### config.mk
export PLATFORM = sky130hd
export DESIGN_NAME = blk_admit_ctrl
export DESIGN_NICKNAME = d
export VERILOG_FILES = /design/src/rtl/bac_pkg.sv /design/src/rtl/bac_slot_table.sv /design/src/rtl/bac_fit_check.sv /design/src/rtl/blk_admit_ctrl.sv
export SDC_FILE = /design/constraint.sdc
export NUM_CORES = 1
export LEC_CHECK = 0
export ABC_AREA = 1
export BUFFER_PORTS_ARGS = -buffer_cell sky130_fd_sc_hd__buf_4
export CELL_PAD_IN_SITES_DETAIL_PLACEMENT = 1
export CELL_PAD_IN_SITES_GLOBAL_PLACEMENT = 1
export CORE_MARGIN = 3
export CORE_UTILIZATION = 42
export CTS_BUF_LIST = sky130_fd_sc_hd__clkbuf_4 sky130_fd_sc_hd__clkbuf_8
export DETAILED_ROUTE_END_ITERATION = 7
export HOLD_SLACK_MARGIN = 0.1
export PLACE_DENSITY_LB_ADDON = 0.12
export SYNTH_ARGS = -nofsm -noshare
export SYNTH_HDL_FRONTEND = slang
export SYNTH_SLANG_ARGS = --single-unit
### constraint.sdc
create_clock -name clk -period 5.3 [get_ports clk]
set_input_delay 1.59 -clock clk [delete_from_list [all_inputs] [get_ports clk]]
set_output_delay 1.59 -clock clk [all_outputs]
set_load 0.005 [all_outputs]
### src/rtl/bac_pkg.sv
package bac_pkg;
  // warps needed for a block: ceiling of threads over warp size
  function automatic int unsigned warps_of(input int unsigned thr, input int unsigned wsz);
    return (thr + wsz - 1) / wsz;
  endfunction

  // a request can never become resident
  function automatic bit never_fits(input int unsigned thr, input int unsigned blk_max,
                                    input int unsigned core_max);
    return (thr == 0) || (thr > blk_max) || (thr > core_max);
  endfunction

  // thread budget allows the request now
  function automatic bit room_for(input int unsigned cur, input int unsigned add,
                                  input int unsigned core_max);
    return (cur + add) <= core_max;
  endfunction
endpackage

### src/rtl/bac_slot_table.sv
module bac_slot_table #(
  parameter int unsigned N_SLOT = 8,
  parameter int unsigned TW     = 10,
  parameter int unsigned SW     = 3
) (
  input  logic          clk,
  input  logic          rst_n,
  input  logic          alloc_en,
  input  logic [TW-1:0] alloc_thr,
  input  logic          rel_req,
  input  logic [SW-1:0] rel_slot,
  output logic          any_free,
  output logic [SW-1:0] free_idx,
  output logic          rel_hit,
  output logic [TW-1:0] rel_thr
);
  logic [N_SLOT-1:0] occ_q;
  logic [TW-1:0]     thr_q [N_SLOT];
  logic              slot_ok;

  // lowest free slot wins
  always_comb begin
    any_free = 1'b0;
    free_idx = '0;
    for (int i = N_SLOT - 1; i >= 0; i--) begin
      if (!occ_q[i]) begin
        any_free = 1'b1;
        free_idx = SW'(i);
      end
    end
  end

  assign slot_ok = (32'(rel_slot) < N_SLOT);
  assign rel_hit = rel_req && slot_ok && occ_q[slot_ok ? rel_slot : '0];
  assign rel_thr = rel_hit ? thr_q[rel_slot] : '0;

  for (genvar g = 0; g < N_SLOT; g++) begin : g_slot
    always_ff @(posedge clk) begin
      if (!rst_n) begin
        occ_q[g] <= 1'b0;
        thr_q[g] <= '0;
      end else if (alloc_en && free_idx == SW'(g)) begin
        occ_q[g] <= 1'b1;
        thr_q[g] <= alloc_thr;
      end else if (rel_hit && rel_slot == SW'(g)) begin
        occ_q[g] <= 1'b0;
      end
    end
  end
endmodule

### src/rtl/bac_fit_check.sv
module bac_fit_check #(
  parameter int unsigned BLK_MAX  = 512,
  parameter int unsigned CORE_MAX = 768,
  parameter int unsigned IW       = 11,
  parameter int unsigned TW       = 10
) (
  input  logic          valid,
  input  logic [IW-1:0] thr,
  input  logic [TW-1:0] cur_thr,
  input  logic          slot_free,
  output logic          bad,
  output logic          fits
);
  import bac_pkg::*;
  assign bad  = valid && never_fits(32'(thr), BLK_MAX, CORE_MAX);
  assign fits = valid && !bad && slot_free && room_for(32'(cur_thr), 32'(thr), CORE_MAX);
endmodule

### src/rtl/blk_admit_ctrl.sv
module blk_admit_ctrl #(
  parameter int unsigned MAX_BLOCKS  = 8,
  parameter int unsigned MAX_THREADS = 768,
  parameter int unsigned BLK_THREADS = 512,
  parameter int unsigned WARP_SIZE   = 32,
  parameter int unsigned ID_W        = 8,
  parameter int unsigned REQ_W       = 11,
  localparam int unsigned SLOT_W = (MAX_BLOCKS > 1) ? $clog2(MAX_BLOCKS) : 1,
  localparam int unsigned BCNT_W = $clog2(MAX_BLOCKS + 1),
  localparam int unsigned THR_W  = $clog2(MAX_THREADS + 1),
  localparam int unsigned WRP_W  = $clog2(MAX_THREADS / WARP_SIZE + 2)
) (
  input  logic              clk,
  input  logic              rst_n,
  input  logic              req_valid,
  input  logic [ID_W-1:0]   req_id,
  input  logic [REQ_W-1:0]  req_threads,
  output logic              req_ready,
  output logic              req_err,
  output logic              grant_valid,
  output logic [SLOT_W-1:0] grant_slot,
  output logic [ID_W-1:0]   grant_id,
  input  logic              done_valid,
  input  logic [SLOT_W-1:0] done_slot,
  output logic [BCNT_W-1:0] res_blocks,
  output logic [THR_W-1:0]  res_threads,
  output logic [WRP_W-1:0]  res_warps
);
  import bac_pkg::*;

  // named internal events
  logic             slot_free;
  logic [SLOT_W-1:0] first_free;
  logic             done_hit;
  logic [THR_W-1:0] done_thr;
  logic             bad_req;
  logic             fit_req;
  logic             admit;
  logic [THR_W-1:0] adm_thr;
  logic [WRP_W-1:0] adm_wrp;
  logic [WRP_W-1:0] done_wrp;

  bac_fit_check #(
    .BLK_MAX(BLK_THREADS), .CORE_MAX(MAX_THREADS), .IW(REQ_W), .TW(THR_W)
  ) u_fit (
    .valid(req_valid), .thr(req_threads), .cur_thr(res_threads),
    .slot_free(slot_free), .bad(bad_req), .fits(fit_req)
  );

  assign admit   = fit_req;
  assign adm_thr = admit ? THR_W'(req_threads) : '0;

  bac_slot_table #(.N_SLOT(MAX_BLOCKS), .TW(THR_W), .SW(SLOT_W)) u_tab (
    .clk(clk), .rst_n(rst_n),
    .alloc_en(admit), .alloc_thr(adm_thr),
    .rel_req(done_valid), .rel_slot(done_slot),
    .any_free(slot_free), .free_idx(first_free),
    .rel_hit(done_hit), .rel_thr(done_thr)
  );

  assign adm_wrp  = admit    ? WRP_W'(warps_of(32'(adm_thr), WARP_SIZE))  : '0;
  assign done_wrp = done_hit ? WRP_W'(warps_of(32'(done_thr), WARP_SIZE)) : '0;

  assign req_ready   = bad_req || fit_req;
  assign req_err     = bad_req;
  assign grant_valid = admit;
  assign grant_slot  = first_free;
  assign grant_id    = req_id;

  always_ff @(posedge clk) begin
    if (!rst_n) begin
      res_blocks  <= '0;
      res_threads <= '0;
      res_warps   <= '0;
    end else begin
      res_blocks  <= res_blocks + BCNT_W'(admit) - BCNT_W'(done_hit);
      res_threads <= res_threads + adm_thr - done_thr;
      res_warps   <= res_warps + adm_wrp - done_wrp;
    end
  end
endmodule

After elaboration in Yosys (flattened, before gate mapping)
Memory sizes are Yosys's and may differ from the RTL's.
Index checks and enable logic that the tools add are counted.
Word-level totals
  flip-flop bits (word level): 27
  bits in writable memories: 80
  input bits: 26
  memories: 1
Cells by class
  add/subtract/negate cells: 11
  order comparisons: 4
  equality and inequality tests: 14
  mux-type cells: 71
  bitwise gates (word level): 8
  reduce and logical (&&, ||, !) cells: 36
Memory list
  u_tab.thr_q: depth 8, bits a word 10, read ports 1, clocked after memory_dff 0, write ports 8, RTL line bac_slot_table.sv:18  | logic [TW-1:0] thr_q [N_SLOT];
Operator list (number)
  $mux W10: 10
  $mux W1: 50
  $le A32 B10 Y1 const B: 1
  $eq A3 B3 Y1 const B: 8
  $mux W3: 8
  $gt A11 B10 Y1 const B: 2
  $logic_and A1 B1 Y1: 21
  $add A10 B6 Y10 const B: 2
  $sub A10 B1 Y10 const B: 2
  $reduce_bool A2 Y1: 8
  $add A10 B11 Y12: 1
  $eq A3 B2 Y1 const B: 4
  $logic_not A11 Y1: 1
  $add A10 B10 Y10: 1
  $mux W5: 2
  $sub A10 B10 Y10: 1
  $or A1 B1 Y1: 8
  $eq A3 B1 Y1 const B: 2
  $logic_not A3 Y1: 2
  $add A5 B5 Y5: 1
  $sub A5 B5 Y5: 1
  $add A4 B1 Y4: 1
  $lt A3 B4 Y1 const B: 1
  $sub A4 B1 Y4: 1
  other kinds (3): 5

Longest topological paths before layout
Gate-level depths: netlist of the first run.
  depth in word-level cells: 16
  depth in mapped cells: 30
  depth with buffers taken out: 29

Hierarchy
Synthesis of the first run repeated with hierarchy kept, for this count alone.
Unflattened totals
  cell total of the unflattened synthesis: 839
  area, all modules: 6800.3 um^2
By module, submodules not included
  bac_slot_table: times used 1, cells an instance 435, area an instance 4191.5 um^2, sequential area each 2562.5 um^2
  blk_admit_ctrl: times used 1, cells an instance 275, area an instance 1948.1 um^2, sequential area each 380.4 um^2
  bac_fit_check: times used 1, cells an instance 129, area an instance 660.6 um^2, sequential area each 0.0 um^2

Least setup slack after synthesis of the first run
No wires, ideal clock.
  path type: input to register
  from: in req_threads[0]
  to: reg res_threads[8]
  setup time: 0.119 ns
  data arrival time: 5.311 ns
  path slack: -0.131 ns
  stages: 26
  buffers on the path: 1
  path through: ha_1 > fa_1 > or2_2 > nor2_1 > nand3_1 > nor2_1 > nand3_1 > nand2_1 > nand2_2 > inv_2 > buf_4 > nand2_2 > fa_1 > inv_1 > ha_1 > inv_1 > nor2_1 > o21ai_0 > nand2_1 > nand2_1 > nand2_1 > a21oi_1 > o21ai_0 > a21o_1 > o21ai_0 > a21oi_1
On the way
  word-level cells in the longest chain between the ends: 11
  elaborated cells on any way between the ends: 15
  those cells by class: 3 x add/sub; 3 x order compare; 1 x mux; 8 x reduce/logical
Ends and longest elaborated chain
  start: declaration: RTL line blk_admit_ctrl.sv:17  | input logic [REQ_W-1:0] req_threads,
  branches (longest 7 deep; another with $le A32 B10 Y1)
  $logic_and A1 B1 Y1 (*): RTL line bac_fit_check.sv:16  | assign fits = valid && !bad && slot_free && room_for(32'(cur_thr), 32'(thr), CORE_MAX);
  via grant_valid: RTL line blk_admit_ctrl.sv:20  | output logic grant_valid,
  $mux W10 (*): RTL line blk_admit_ctrl.sv:51  | assign adm_thr = admit ? THR_W'(req_threads) : '0;
  $add A10 B10 Y10 (*): RTL line blk_admit_ctrl.sv:77  | res_threads <= res_threads + adm_thr - done_thr;
  $sub A10 B10 Y10 (*): RTL line blk_admit_ctrl.sv:77
  end signal: assignment: RTL line blk_admit_ctrl.sv:77
  end: declaration: RTL line blk_admit_ctrl.sv:26  | output logic [THR_W-1:0] res_threads,
Mark *: on every way through the listed nets, which the timed path passes.
A chain may end at the register's enable or synchronous reset.

Final worst setup path of the first run
  from: in req_threads[0]
  to: out grant_valid
On the way
  word-level cells in the longest chain between the ends: 8
  elaborated cells on any way between the ends: 12
  those cells by class: 1 x add/sub; 3 x order compare; 8 x reduce/logical
Ends and longest elaborated chain (RTL line)
  branches (longest 7 deep; another with $le A32 B10 Y1)
  $logic_and A1 B1 Y1 (*): bac_fit_check.sv:16
  end: declaration: blk_admit_ctrl.sv:20
Mark *: on every way between the ends.

==> summary.md, run 1 <==
| Metric | Value |
|---|---|
| Outcome | `finished clean` |
| Final setup slack of the worst path | `0.174 ns` |
| Top cell type by total area after synthesis | `sky130_fd_sc_hd__edfxtp_1` |
| Rel. slew slack | `52.5%` |
| Relative area change from synthesis to final layout | `17.6%` |
| Detailed router's first-iteration violation count | `roughly 360` |
| CTS max path bufs | `2` |
| Register clock-pin slew on the reported worst setup and hold paths | `approximately 0.1 ns` |
| Buffers plus inverters on the worst setup path | `4` |
| Dominant cell type by count on the critical path | `sky130_fd_sc_hd__nand2_1` |
| Routed len/inst | `between 15 and 20 um` |
| Category of the worst setup path launch point | `input port` |
| Post-Syn Nets | `between 900 and 1000` |
| Pins Over Slew Limit | `0` |
| Area of the placeable core | `roughly 16000 sq um` |
| Fraction of the mapped netlist area in compound gates | `roughly 8.1%` |
| Fin nets | `slightly above 1000` |
| Worst endpoint required time | `3.71 ns` |
| Fraction of layout cells with a size suffix above 1 | `about a fifth` |
| Number of enable-type register cells in the synthesized netlist | `80` |
| FFs w/ async S/R, synth | `0%` |
| Transition time at the pin with the least slew margin | `0.710 ns` |
| Combinational family with the most area after synthesis | `simple AND/OR/NAND/NOR gates` |
| Weighted congestion reported at the end of routability-driven placement | `roughly 0.91` |
| Vias in the first global route | `between 6000 and 7000` |
| Via-to-Cell Ratio | `5.17` |
| H-tree depth | `3` |
| Post-Synthesis Mean Instance Area | `roughly 8 sq um` |
| Placed wire-length estimate after detailed placement | `16100 um` |
| Post-layout utilization of the core | `roughly 50%` |
| Synth top area share | `approximately a third` |
| Global-route usage over all layers | `between 20% and 30%` |
| Share of cell area taken by muxes after synthesis | `0%` |
| Number of nets still failing antenna checks after routing | `0` |
| Syn. warnings | `0` |
| Power density over the cells | `roughly 370 nW/um^2` |
| DIE WIDTH | `roughly 130 um` |
| CTS hold repair buffers | `0` |
| Area share of fa/ha/maj cells after synthesis | `just under 10%` |
| Clock root buffer | `sky130_fd_sc_hd__clkbuf_8` |
| First-pass GRT wire length | `33300 um` |
| Post-Synth XOR/XNOR Area | `approximately 1.4%` |
| Number of flip-flops and latches in the synthesized netlist | `107` |
| Critical path capture point type | `output pin` |
| Diode insertion count for antenna repair | `0` |
| Synth Flop Type | `sky130_fd_sc_hd__edfxtp_1` |
| Synth top cells by count | `159 x sky130_fd_sc_hd__nand2_1, 157 x sky130_fd_sc_hd__nor2_1, 128 x sky130_fd_sc_hd__inv_1` |
| Share of synthesized cell area in and, or, nand and nor gates | `about a quarter` |
| Die Outline Area | `about 18000 sq um` |
| Crit share post-route | `between 90% and 100%` |
| DRT Wirelength | `21000 um` |
| Overall power | `2980 uW` |
| Starting density of the core | `between 40% and 50%` |
| Worst min-delay path category | `reg -> reg` |
| Critical-path top delay cell | `sky130_fd_sc_hd__fa_2` |
| Biggest cell delay along the critical path | `0.38 ns` |
| Largest delay contributor family on the critical path | `simple AND/OR/NAND/NOR gates` |
| Synthesized instance count | `approximately 840` |
| Via count | `approximately 6000` |
| Arrival time at the worst endpoint | `between 3 and 4 ns` |
| Total DRC errors in the routed layout | `0` |
| Largest fanout on the critical path | `8` |
| Gr ovfl total | `0` |
| Hold Vio Cnt, Final | `0` |
| Final TNS setup | `0 ns` |
| Antenna violations before repair | `0` |
| LEAKAGE | `0.00363 uW` |
| Peak ir drop on the vdd network | `roughly 0.18 mV` |
| TritonCTS clock tree | `yes` |
| Synth unique cells | `46` |
| Later-pin clock latency in the skew report | `0.39 ns` |
| Pin count of the biggest net entering global routing | `32` |
| Most used standard cell by instance count after synthesis | `sky130_fd_sc_hd__nand2_1` |
| CP Cell Sequence | `buf_4, ha_2, fa_2, nand3_1, nand2_1, nand2_1, nand2_1, nand2_1, nand2_1, a21oi_1, nand2_2, nand2_2, clkinv_4, buf_4, buf_4` |
| Worst slack on hold paths | `~0.54 ns` |
| Buffers added on ports | `between 40 and 50` |
| Placement-stage worst setup slack | `-0.444 ns` |
| Number of max-cap violations | `0` |
| Cell types with the largest area share after synthesis | `sky130_fd_sc_hd__edfxtp_1 35%, sky130_fd_sc_hd__nand2_1 8.8%, sky130_fd_sc_hd__nor2_1 8.7%` |
| Floorplan die height | `approximately 130 um` |
| Post-synthesis cell area | `approximately 7000 sq um` |
| # clock sinks | `between 100 and 150` |
| Max Clock Skew | `0.0101 ns` |
| Setup-violating endpoint count in the final report | `0` |
| I/O pin count | `59` |
| Type of the setup path with the least slack | `in -> out` |
| Placement row count | `45` |
| Seq/Total Area, Yosys | `a little over two fifths` |
| TritonRoute pass-1 iters | `5` |
| Number of buffers added by the clock tree synthesis step | `9` |
| Final critical path time including I/O delays and setup | `between 5 and 6 ns` |
| Fmax | `between 0.15 and 0.2 GHz` |
-- metrics by stage --
stage / std cells / cell area [sq um]
floorplan: 844 / 6820
detailed placement: 1138 / 7720
finish: 1158 / 8000
CTS: 1154 / 7920
global placement: 1138 / 7720
global route: 1158 / 8000
-- where the power goes --
group / internal (uW) / total, uW / switching [uW]
sequential: 979 / 1040 / 62.0
clock: 224 / 516 / 292
combinational: 630 / 1430 / 796
total: 1830 / 2980 / 1150
-- what timing repair did --
item / 4_1_cts / 5_1_grt
resized for setup: 1 / 22
setup buffers: 0 / 4
endpoints found under the setup margin: 2 / 8
pin swaps: 0 / 9
-- tightest hold or removal path, stage by stage (launching register included) --
cell	delay (ns)
sky130_fd_sc_hd__dfxtp_1	0.36
sky130_fd_sc_hd__o31ai_1	0.07
sky130_fd_sc_hd__o21ai_0	0.07
-- logic make-up after synthesis --
logic type / Yosys count
and+or+nand+nor: 418
buffers and inverters: 166
DFF: 107
AOI/OAI and AO/OA: 98
adders and majority gates: 44
xor gates and xnor gates: 11
-- layout by cell type (no fill, tap or decap), types with 2 or more instances in the layout --
cell type and n:
sky130_fd_sc_hd__nor2_1 155, sky130_fd_sc_hd__nand2_4 5, sky130_fd_sc_hd__nand2_2 11, sky130_fd_sc_hd__a21o_1 2, sky130_fd_sc_hd__o21bai_1 2, sky130_fd_sc_hd__nand3_1 37
sky130_fd_sc_hd__o31ai_1 8, sky130_fd_sc_hd__nor4_1 2, sky130_fd_sc_hd__buf_4 119, sky130_fd_sc_hd__o21ai_1 6, sky130_fd_sc_hd__nand2_1 157, sky130_fd_sc_hd__clkinv_4 3
sky130_fd_sc_hd__nor2_4 2, sky130_fd_sc_hd__ha_1 26, sky130_fd_sc_hd__a21oi_2 3, sky130_fd_sc_hd__o22ai_1 2, sky130_fd_sc_hd__inv_6 2, sky130_fd_sc_hd__clkbuf_8 9
sky130_fd_sc_hd__inv_2 4, sky130_fd_sc_hd__nor3_1 5, sky130_fd_sc_hd__or2_2 16, sky130_fd_sc_hd__a21oi_1 29, sky130_fd_sc_hd__fa_1 12, sky130_fd_sc_hd__xor2_1 8
sky130_fd_sc_hd__xnor2_1 3, sky130_fd_sc_hd__inv_1 126, sky130_fd_sc_hd__o21ai_0 38, sky130_fd_sc_hd__nand3b_1 3, sky130_fd_sc_hd__nand4_1 12, sky130_fd_sc_hd__ha_2 3
sky130_fd_sc_hd__edfxtp_1 80, sky130_fd_sc_hd__clkinv_1 2, sky130_fd_sc_hd__fa_2 3, sky130_fd_sc_hd__dfxtp_1 27, sky130_fd_sc_hd__nor2_2 7
-- final timing paths --
path                   from        endpoint  slack [ns]  cells past startpoint
max reg2reg  res_threads[0]  res_threads[8]        1.16                     25
min reg2reg  u_tab.occ_q[6]  u_tab.occ_q[6]        0.54                      2
min          u_tab.occ_q[6]  u_tab.occ_q[6]        0.54                      2
max          req_threads[0]     grant_valid        0.17                     15
-- flip-flops by register name, summed over array words and instances, names as in the netlist --
| signal | cells |
|---|---|
| u_tab.thr_q | 80 |
| res_threads | 10 |
| u_tab.occ_q | 8 |
| res_warps | 5 |
| res_blocks | 4 |
-- area by class of cell --
cell class	instances	area [sq um]
Clock buffer	10	131
Clock inverter	6	63.8
Fill cell	1931	7540
Inverter	133	512
Multi-Input combinational cell	571	3180
Sequential cell	107	2940
Tap cell	211	264
Timing Repair Buffer	120	905
-- routing by layer --
metal / global-route usage (%) / wire, um / share of wire (%) / vias up
li1: - / - / - / 2882
met1: 33.0 / 9630 / 46 / 2953
met2: 40.4 / 9950 / 47 / 127
met3: 4.27 / 973 / 4.6 / 29
met4: 6.23 / 435 / 2.1 / 0
met5: 0 / 0 / 0 / -
Power figures use the tool's default switching activity.
==> run 2: changes to the inputs <==
CORE_ASPECT_RATIO = 1.25   (was default)
CORE_UTILIZATION = 45   (was 42)
clock period = 6.34 ns   (was 5.3 ns; I/O delays follow)
==> run 2 against run 1 <==
Critical path depth shrank 2. Setup slack improved by 0.24 ns. Largest cell class unchanged. Sequential cell count unchanged. Worst hold slack worse by 0.015 ns. Wire length down 1.7%. Sequential power down 16%. Largest power group unchanged. Die area shrank 6.3%. Sequential share of layout area is 3.1 points higher.
==> summary.md, run 2 (synthesis results as in run 1) <==
| Metric | Value |
|---|---|
| Pin count of the biggest net entering global routing | `32 (unchanged)` |
| Final critical path time including I/O delays and setup | `around 6 ns` |
| Number of max-cap violations | `0 (unchanged)` |
| Relative area change from synthesis to final layout | `8.51%` |
| Worst min-delay path category | `reg -> reg` |
| CP Cell Sequence | `buf_4, ha_1, fa_1, or2_2, nor2_1, nand3_1, nor2_1, nand3_1, nand2_1, nand2_2, buf_4, o21ai_0, buf_4` |
| Setup-violating endpoint count in the final report | `0 (unchanged)` |
| Placement row count | `49 (+8.9%)` |
| Diode insertion count for antenna repair | `0 (unchanged)` |
| Dominant cell type by count on the critical path | `sky130_fd_sc_hd__buf_4` |
| Peak ir drop on the vdd network | `0.199 mV (+9.5%)` |
| Via-to-Cell Ratio | `5.50 (+6.3%)` |
| First-pass GRT wire length | `32700 um (-2.0%)` |
| DIE WIDTH | `116 um (-13%)` |
| LEAKAGE | `0.00330 uW (-9.2%)` |
| Global-route layer with the greatest usage | `met2` |
| Antenna violations before repair | `0 (unchanged)` |
| Starting density of the core | `46.6% (+2.8 points)` |
| Hold Vio Cnt, Final | `0 (unchanged)` |
| CTS hold repair buffers | `0 (unchanged)` |
| Biggest cell delay along the critical path | `0.43 ns (+0.05 ns)` |
| Pins Over Slew Limit | `0 (unchanged)` |
| TritonRoute pass-1 iters | `5 (unchanged)` |
| Transition time at the pin with the least slew margin | `0.806 ns (+0.0961 ns)` |
| Critical path capture point type | `output pin` |
| Number of buffers added by the clock tree synthesis step | `9 (unchanged)` |
| Max Clock Skew | `0.0180 ns (+0.00796 ns)` |
| Global-route usage over all layers | `25.9% (+1.7 points)` |
| R2R depth | `22 (-12%)` |
| Total of cells resized after clock tree synthesis | `0 (-1)` |
| Detailed router's first-iteration violation count | `424 (+17%)` |
| Worst hold path cell count | `2 (unchanged)` |
| Later-pin clock latency in the skew report | `0.39 ns (about the same)` |
| Outcome | `finished clean` |
| Final TNS setup | `0 ns (unchanged)` |
| Vias in the first global route | `6226 (-0.50%)` |
| Met1 layer usage reported by global route | `30.9% (-2.1 points)` |
| # clock sinks | `107 (unchanged)` |
| Critical path depth in cells | `13 (-2)` |
| Biggest register | `u_tab.thr_q` |
| Met2 Track Usage GR | `47.9% (+7.5 points)` |
| Internal power of the cells | `1340 uW (-27%)` |
| I/O pin count | `59 (unchanged)` |
| Part of the total power dissipated in sequential elements | `38.4% (+3.5 points)` |
| TritonCTS clock tree | `yes` |
| Total DRC errors in the routed layout | `0 (unchanged)` |
| Weighted congestion reported at the end of routability-driven placement | `0.891 (-2.2%)` |
| Clock group share of total power | `18.6% (+1.3 points)` |
| Setup repair after global routing missed its margin | `no` |
| Top Registers | `u_tab.thr_q x80, res_threads x10, u_tab.occ_q x8` |
| Rel. slew slack | `46.1% (-6.4 points)` |
| Floorplan die height | `143 um (+7.7%)` |
| Combinational Power Share | `43.0% (-4.8 points)` |
| Placed wire-length estimate after detailed placement | `15400 um (-4.6%)` |
| Area of the placeable core | `14600 sq um (-6.1%)` |
| Most common cell after layout, fill and taps aside | `sky130_fd_sc_hd__nand2_1` |
| Max reg flops | `80 (unchanged)` |
| Power density over the cells | `308 nW/um^2 (-17%)` |
| Count of buffers added by post-CTS timing repair for setup | `0 (unchanged)` |
| Leading cell types in the layout, fill and taps excluded | `159 x sky130_fd_sc_hd__nand2_1, 157 x sky130_fd_sc_hd__nor2_1, 128 x sky130_fd_sc_hd__inv_1, 80 x sky130_fd_sc_hd__edfxtp_1, 52 x sky130_fd_sc_hd__buf_4` |
| Buffers added on ports | `42 (unchanged)` |
| Worst endpoint required time | `4.44 ns (+0.73 ns)` |
| Register clock-pin slew on the reported worst setup and hold paths | `0.12 ns (+0.02 ns)` |
| CTS max path bufs | `2 (unchanged)` |
| Largest delay contributor family on the critical path | `simple AND/OR/NAND/NOR gates` |
| Origin of the worst min-delay path | `u_tab.occ_q[0]` |
| Crit share post-route | `around 93%` |
| Clock root buffer | `sky130_fd_sc_hd__clkbuf_8` |
| H-tree depth | `3 (unchanged)` |
| Launch point of the worst reg-to-reg path | `res_threads[0]` |
| Timing startpoint of the critical path | `req_threads[0]` |
| DRT Wirelength | `20600 um (-1.7%)` |
| Largest fanout on the critical path | `5 (-3)` |
| Met3 usage | `2.99% (-1.3 points)` |
| Fraction of layout cells with a size suffix above 1 | `13.1% (-7.7 points)` |
| Worst slack on hold paths | `0.527 ns (-0.0145 ns)` |
| Category of the worst setup path launch point | `input port` |
| Net switching share of the total power | `41.0% (+2.4 points)` |
| Die Outline Area | `16600 sq um (-6.3%)` |
| Via count | `5813 (-3.0%)` |
| Routed len/inst | `19.5 um (+7.7%)` |
| Type of the setup path with the least slack | `in -> out` |
| Arrival time at the worst endpoint | `4.02 ns (+0.48 ns)` |
| Buffers plus inverters on the worst setup path | `3 (-1)` |
| Net switching power of the design | `934 uW (-19%)` |
| Fin nets | `944 (-6.7%)` |
| Gr ovfl total | `0 (unchanged)` |
| Fmax | `around 0.17 GHz` |
| Number of nets still failing antenna checks after routing | `0 (unchanged)` |
| Critical-path top delay cell | `sky130_fd_sc_hd__fa_1` |
run 2: path summary, 6_finish.rpt:
| kind | end | slack [ns] |
|---|---|---|
| hold reg to reg | u_tab.occ_q[0] | 0.53 |
| hold / removal | u_tab.occ_q[0] | 0.53 |
| setup / recovery | req_ready | 0.42 |
| setup reg to reg | res_threads[7] | 1.74 |
run 2: cell type report:
class                           count  area [sq um]
Sequential cell                   107          2940
Fill cell                        1844          7210
Tap cell                          178           223
Clock buffer                        9           124
Clock inverter                      7          71.3
Multi-Input combinational cell    571          3130
Timing Repair Buffer               52           390
Inverter                          133           507
run 2: worst reg2reg max path, delay by kind of cell (launching register included):
family                   cells  cell delay, ns
AO/OA/AOI/OAI                6            0.98
adder cells (fa/ha/maj)      4            1.45
buffers and inverters        2            0.35
flip-flops                   1            0.41
AND/OR/NAND/NOR             10            1.30
run 2: power by group through the flow:
stage / combinational, uW / sequential (uW) / clock (uW)
floorplan: 671 / 872 / 0
global placement: 914 / 887 / 0
detailed placement: 983 / 890 / 0
CTS: 988 / 875 / 425
global route: 1120 / 881 / 456
finish: 979 / 875 / 424
run 2: layer usage:
layer | part of all wire (%) | vias to the layer above
met2 | 53 | 143
met1 | 40 | 2891
met5 | 0 | -
met3 | 4.2 | 41
met4 | 2.8 | 0
li1 | - | 2738
run 2: through the flow:
stage               power, uW  instances  util (%)  instance area [sq um]  setup slack, ns
finish                   2280       1057      50.6                   7380            0.416
CTS                      2290       1057      50.6                   7380            0.417
floorplan                1540        844         -                   6810            0.597
detailed placement       1870       1041      49.3                   7190            0.126
global placement         1800       1041      49.3                   7190            0.273
global route             2460       1057      50.6                   7380            0.114
==> run 3: changes to the inputs <==
CORE_ASPECT_RATIO = 0.9   (was 1.25)
SYNTH_HIERARCHICAL = 1   (was default)
==> run 3 against run 2 <==
Register-to-register slack worse by 0.06 ns. Core utilization is 1.0 points higher. Worst hold slack better by 0.0085 ns. Clock-buffer cell count is 2 higher. Combinational power is 6% higher. Highest routed layer unchanged.
==> summary.md, run 3 <==
| Metric | Value |
|---|---|
| Outcome | `finished clean` |
| Via-to-Cell Ratio | `5.42 (-1.4%)` |
| Most common cell after layout, fill and taps aside | `sky130_fd_sc_hd__nand2_1` |
| First-pass GRT wire length | `31700 um (-3.1%)` |
| Diode insertion count for antenna repair | `0 (unchanged)` |
| Count of buffers added by post-CTS timing repair for setup | `0 (unchanged)` |
| Total DRC errors in the routed layout | `0 (unchanged)` |
| Number of max-cap violations | `0 (unchanged)` |
| Arrival time at the worst endpoint | `4.11 ns (+0.09 ns)` |
| FFs w/ async S/R, synth | `0% (unchanged)` |
| Area of the placeable core | `14400 sq um (-1.2%)` |
| Placed wire-length estimate after detailed placement | `15300 um (-0.63%)` |
| Peak ir drop on the vdd network | `0.159 mV (-20%)` |
| Relative area change from synthesis to final layout | `9.42%` |
| Post-Syn Nets | `909 (-0.55%)` |
| Power density over the cells | `311 nW/um^2 (+0.98%)` |
| Die Outline Area | `16600 sq um (-0.11%)` |
| Seq/Total Area, Yosys | `43.3% (about the same)` |
| Gr ovfl total | `0 (unchanged)` |
| Synth unique cells | `38 (-17%)` |
| Number of flip-flops and latches in the synthesized netlist | `107 (unchanged)` |
| Critical path capture point type | `output pin` |
| Leading cell types in the layout, fill and taps excluded | `178 x sky130_fd_sc_hd__nand2_1, 152 x sky130_fd_sc_hd__nor2_1, 120 x sky130_fd_sc_hd__inv_1, 80 x sky130_fd_sc_hd__edfxtp_1, 54 x sky130_fd_sc_hd__buf_4` |
| Fraction of layout cells with a size suffix above 1 | `12.0% (-1.1 points)` |
| # clock sinks | `107 (unchanged)` |
| Synthesized instance count | `839 (-0.59%)` |
| Global-route usage over all layers | `24.5% (-1.4 points)` |
| Buffers added on ports | `42 (unchanged)` |
| Cell types with the largest area share after synthesis | `sky130_fd_sc_hd__edfxtp_1 35%, sky130_fd_sc_hd__nand2_1 9.8%, sky130_fd_sc_hd__nor2_1 8.4%` |
| Worst min-delay path category | `reg -> reg` |
| Clock root buffer | `sky130_fd_sc_hd__clkbuf_8` |
| Placement-stage cell area | `7260 sq um (+1.0%)` |
| Number of buffers added by the clock tree synthesis step | `9 (unchanged)` |
| Pin count of the biggest net entering global routing | `39 (+22%)` |
| Worst slack on hold paths | `0.535 ns (+0.00847 ns)` |
| I/O pin count | `59 (unchanged)` |
| Post-layout utilization of the core | `51.6% (+1.0 points)` |
| CTS hold repair buffers | `0 (unchanged)` |
| TritonCTS clock tree | `yes` |
| Largest fanout on the critical path | `8 (+3)` |
| Antenna violations before repair | `0 (unchanged)` |
| Setup-violating endpoint count in the final report | `0 (unchanged)` |
| Syn. warnings | `6 (+6)` |
| H-tree depth | `3 (unchanged)` |
| Detailed router's first-iteration violation count | `366 (-14%)` |
| Most used standard cell by instance count after synthesis | `sky130_fd_sc_hd__nand2_1` |
| Category of the worst setup path launch point | `input port` |
| Worst endpoint required time | `4.44 ns (about the same)` |
| Fin nets | `940 (-0.42%)` |
| Synth Flop Type | `sky130_fd_sc_hd__edfxtp_1` |
| Final design instance area without fill | `7440 sq um (+0.76%)` |
| Post-Synthesis Mean Instance Area | `8.11 sq um (+0.52%)` |
| Pins Over Slew Limit | `0 (unchanged)` |
| DRT Wirelength | `19700 um (-4.3%)` |
| Fmax | `0.166 GHz (-1.5%)` |
| Rel. slew slack | `26.9% (-19 points)` |
| Register clock-pin slew on the reported worst setup and hold paths | `0.10 ns (-0.02 ns)` |
| Transition time at the pin with the least slew margin | `1.10 ns (+0.289 ns)` |
| Routed len/inst | `18.5 um (-5.3%)` |
| Fill cell count | `1774 (-3.8%)` |
| Final critical path time including I/O delays and setup | `6.01 ns (+0.0874 ns)` |
| Top Registers | `u_tab/thr_q x80, res_threads x10, u_tab/occ_q x8` |
| Biggest register | `u_tab/thr_q` |
| R2R depth | `29 (+32%)` |
| TritonRoute pass-1 iters | `5 (unchanged)` |
| Synth top area share | `35.3% (about the same)` |
| Final TNS setup | `0 ns (unchanged)` |
| Later-pin clock latency in the skew report | `0.39 ns (about the same)` |
| Type of the setup path with the least slack | `in -> out` |
| Vias in the first global route | `6035 (-3.1%)` |
| Total of cells resized after clock tree synthesis | `0 (unchanged)` |
| CTS max path bufs | `2 (unchanged)` |
| LEAKAGE | `0.00328 uW (-0.68%)` |
| Post-synthesis cell area | `6800 sq um (about the same)` |
| DIE WIDTH | `136 um (+17%)` |
| Floorplan die height | `123 um (-15%)` |
| Max Clock Skew | `0.0159 ns (-0.00214 ns)` |
| Setup repair after global routing missed its margin | `no` |
| Worst hold path cell count | `2 (unchanged)` |
| Synth top cells by count | `178 x sky130_fd_sc_hd__nand2_1, 152 x sky130_fd_sc_hd__nor2_1, 120 x sky130_fd_sc_hd__inv_1` |
| Placement row count | `41 (-16%)` |
| Starting density of the core | `47.2% (+0.54 points)` |
| Max reg flops | `80 (unchanged)` |
| Via count | `5790 (-0.40%)` |
| Crit share post-route | `94.8% (+1.4 points)` |
| Weighted congestion reported at the end of routability-driven placement | `0.826 (-7.3%)` |
| Number of nets still failing antenna checks after routing | `0 (unchanged)` |
| Hold Vio Cnt, Final | `0 (unchanged)` |
| Number of enable-type register cells in the synthesized netlist | `80 (unchanged)` |
| Top cell type by total area after synthesis | `sky130_fd_sc_hd__edfxtp_1` |
-- run 3: cell count changes after synthesis, sizes merged, moves of 7 or more --
cell and delta:
o221ai +20, nand2 +11, nor3 +16, clkbuf +7, or2 -16, o31ai -8, inv -13
-- run 3: per-stage QoR --
| stage | std cells | setup slack (ns) | total power, uW |
|---|---|---|---|
| 3_3_place_gp | 1052 | 0.229 | 1870 |
| 3_5_place_dp | 1052 | 0.0348 | 1930 |
| 5_1_grt | 1068 | 0.0849 | 2510 |
| 2_1_floorplan | 839 | 0.441 | 1590 |
| 4_1_cts | 1068 | 0.317 | 2330 |
| 6_report | 1068 | 0.329 | 2320 |
-- run 3: path summary, 6_finish.rpt --
| kind | startpoint | to | slack (ns) |
|---|---|---|---|
| worst min-delay path | u_tab/occ_q[3] | u_tab/occ_q[3] | 0.54 |
| worst min register to register | u_tab/occ_q[3] | u_tab/occ_q[3] | 0.54 |
| worst max-delay path | req_threads[0] | req_ready | 0.33 |
| worst max register to register | res_threads[0] | res_warps[4] | 1.68 |
-- run 3: cell type report --
| cell class | count | area [sq um] | share of cell area, % |
|---|---|---|---|
| multi-input cells | 575 | 3200 | 43.0 |
| flip-flops and latches | 107 | 2940 | 39.5 |
| inverters | 122 | 458 | 6.15 |
| repair buffers | 55 | 425 | 5.72 |
| well taps | 193 | 241 | 3.25 |
| clock buffers | 11 | 139 | 1.87 |
| clock inverters | 5 | 37.5 | 0.504 |
-- run 3: worst max-delay path, cell delays in order --
cell and delay (ns):
sky130_fd_sc_hd__buf_4 0.12, sky130_fd_sc_hd__ha_1 0.24, sky130_fd_sc_hd__fa_1 0.45, sky130_fd_sc_hd__or2_4 0.26, sky130_fd_sc_hd__nor2_2 0.10, sky130_fd_sc_hd__nand2_1 0.07, sky130_fd_sc_hd__nor2_2 0.07, sky130_fd_sc_hd__nand2_1 0.05
sky130_fd_sc_hd__nor2_1 0.10, sky130_fd_sc_hd__nand2_1 0.09, sky130_fd_sc_hd__a21oi_2 0.27, sky130_fd_sc_hd__buf_12 0.17, sky130_fd_sc_hd__or2_2 0.11, sky130_fd_sc_hd__buf_4 0.10
-- run 3: layer usage --
layer	share of wire (%)	vias up	track usage [%]
li1	-	2792	-
met2	48	112	40.6
met4	1.3	0	4.91
met1	47	2864	34.4
met3	3.7	22	4.10
met5	0	-	0
-- run 3: logic make-up (layout without fill, tap and decap cells) --
logic type	after synthesis	in the layout	share of synthesized area [%]
adders and majority gates	44	44	9.75
xor gates and xnor gates	7	7	1.01
DFF	107	107	43.3
and+or+nand+nor	426	426	27.5
AOI/OAI and AO/OA	98	98	8.68
buffers and inverters	157	193	9.77
-- run 3: power by group --
group          total, uW  internal, uW  switching (uW)
Sequential           879           824            55.5
Clock                398           154             244
Combinational       1040           391             649
Total               2320          1370             948
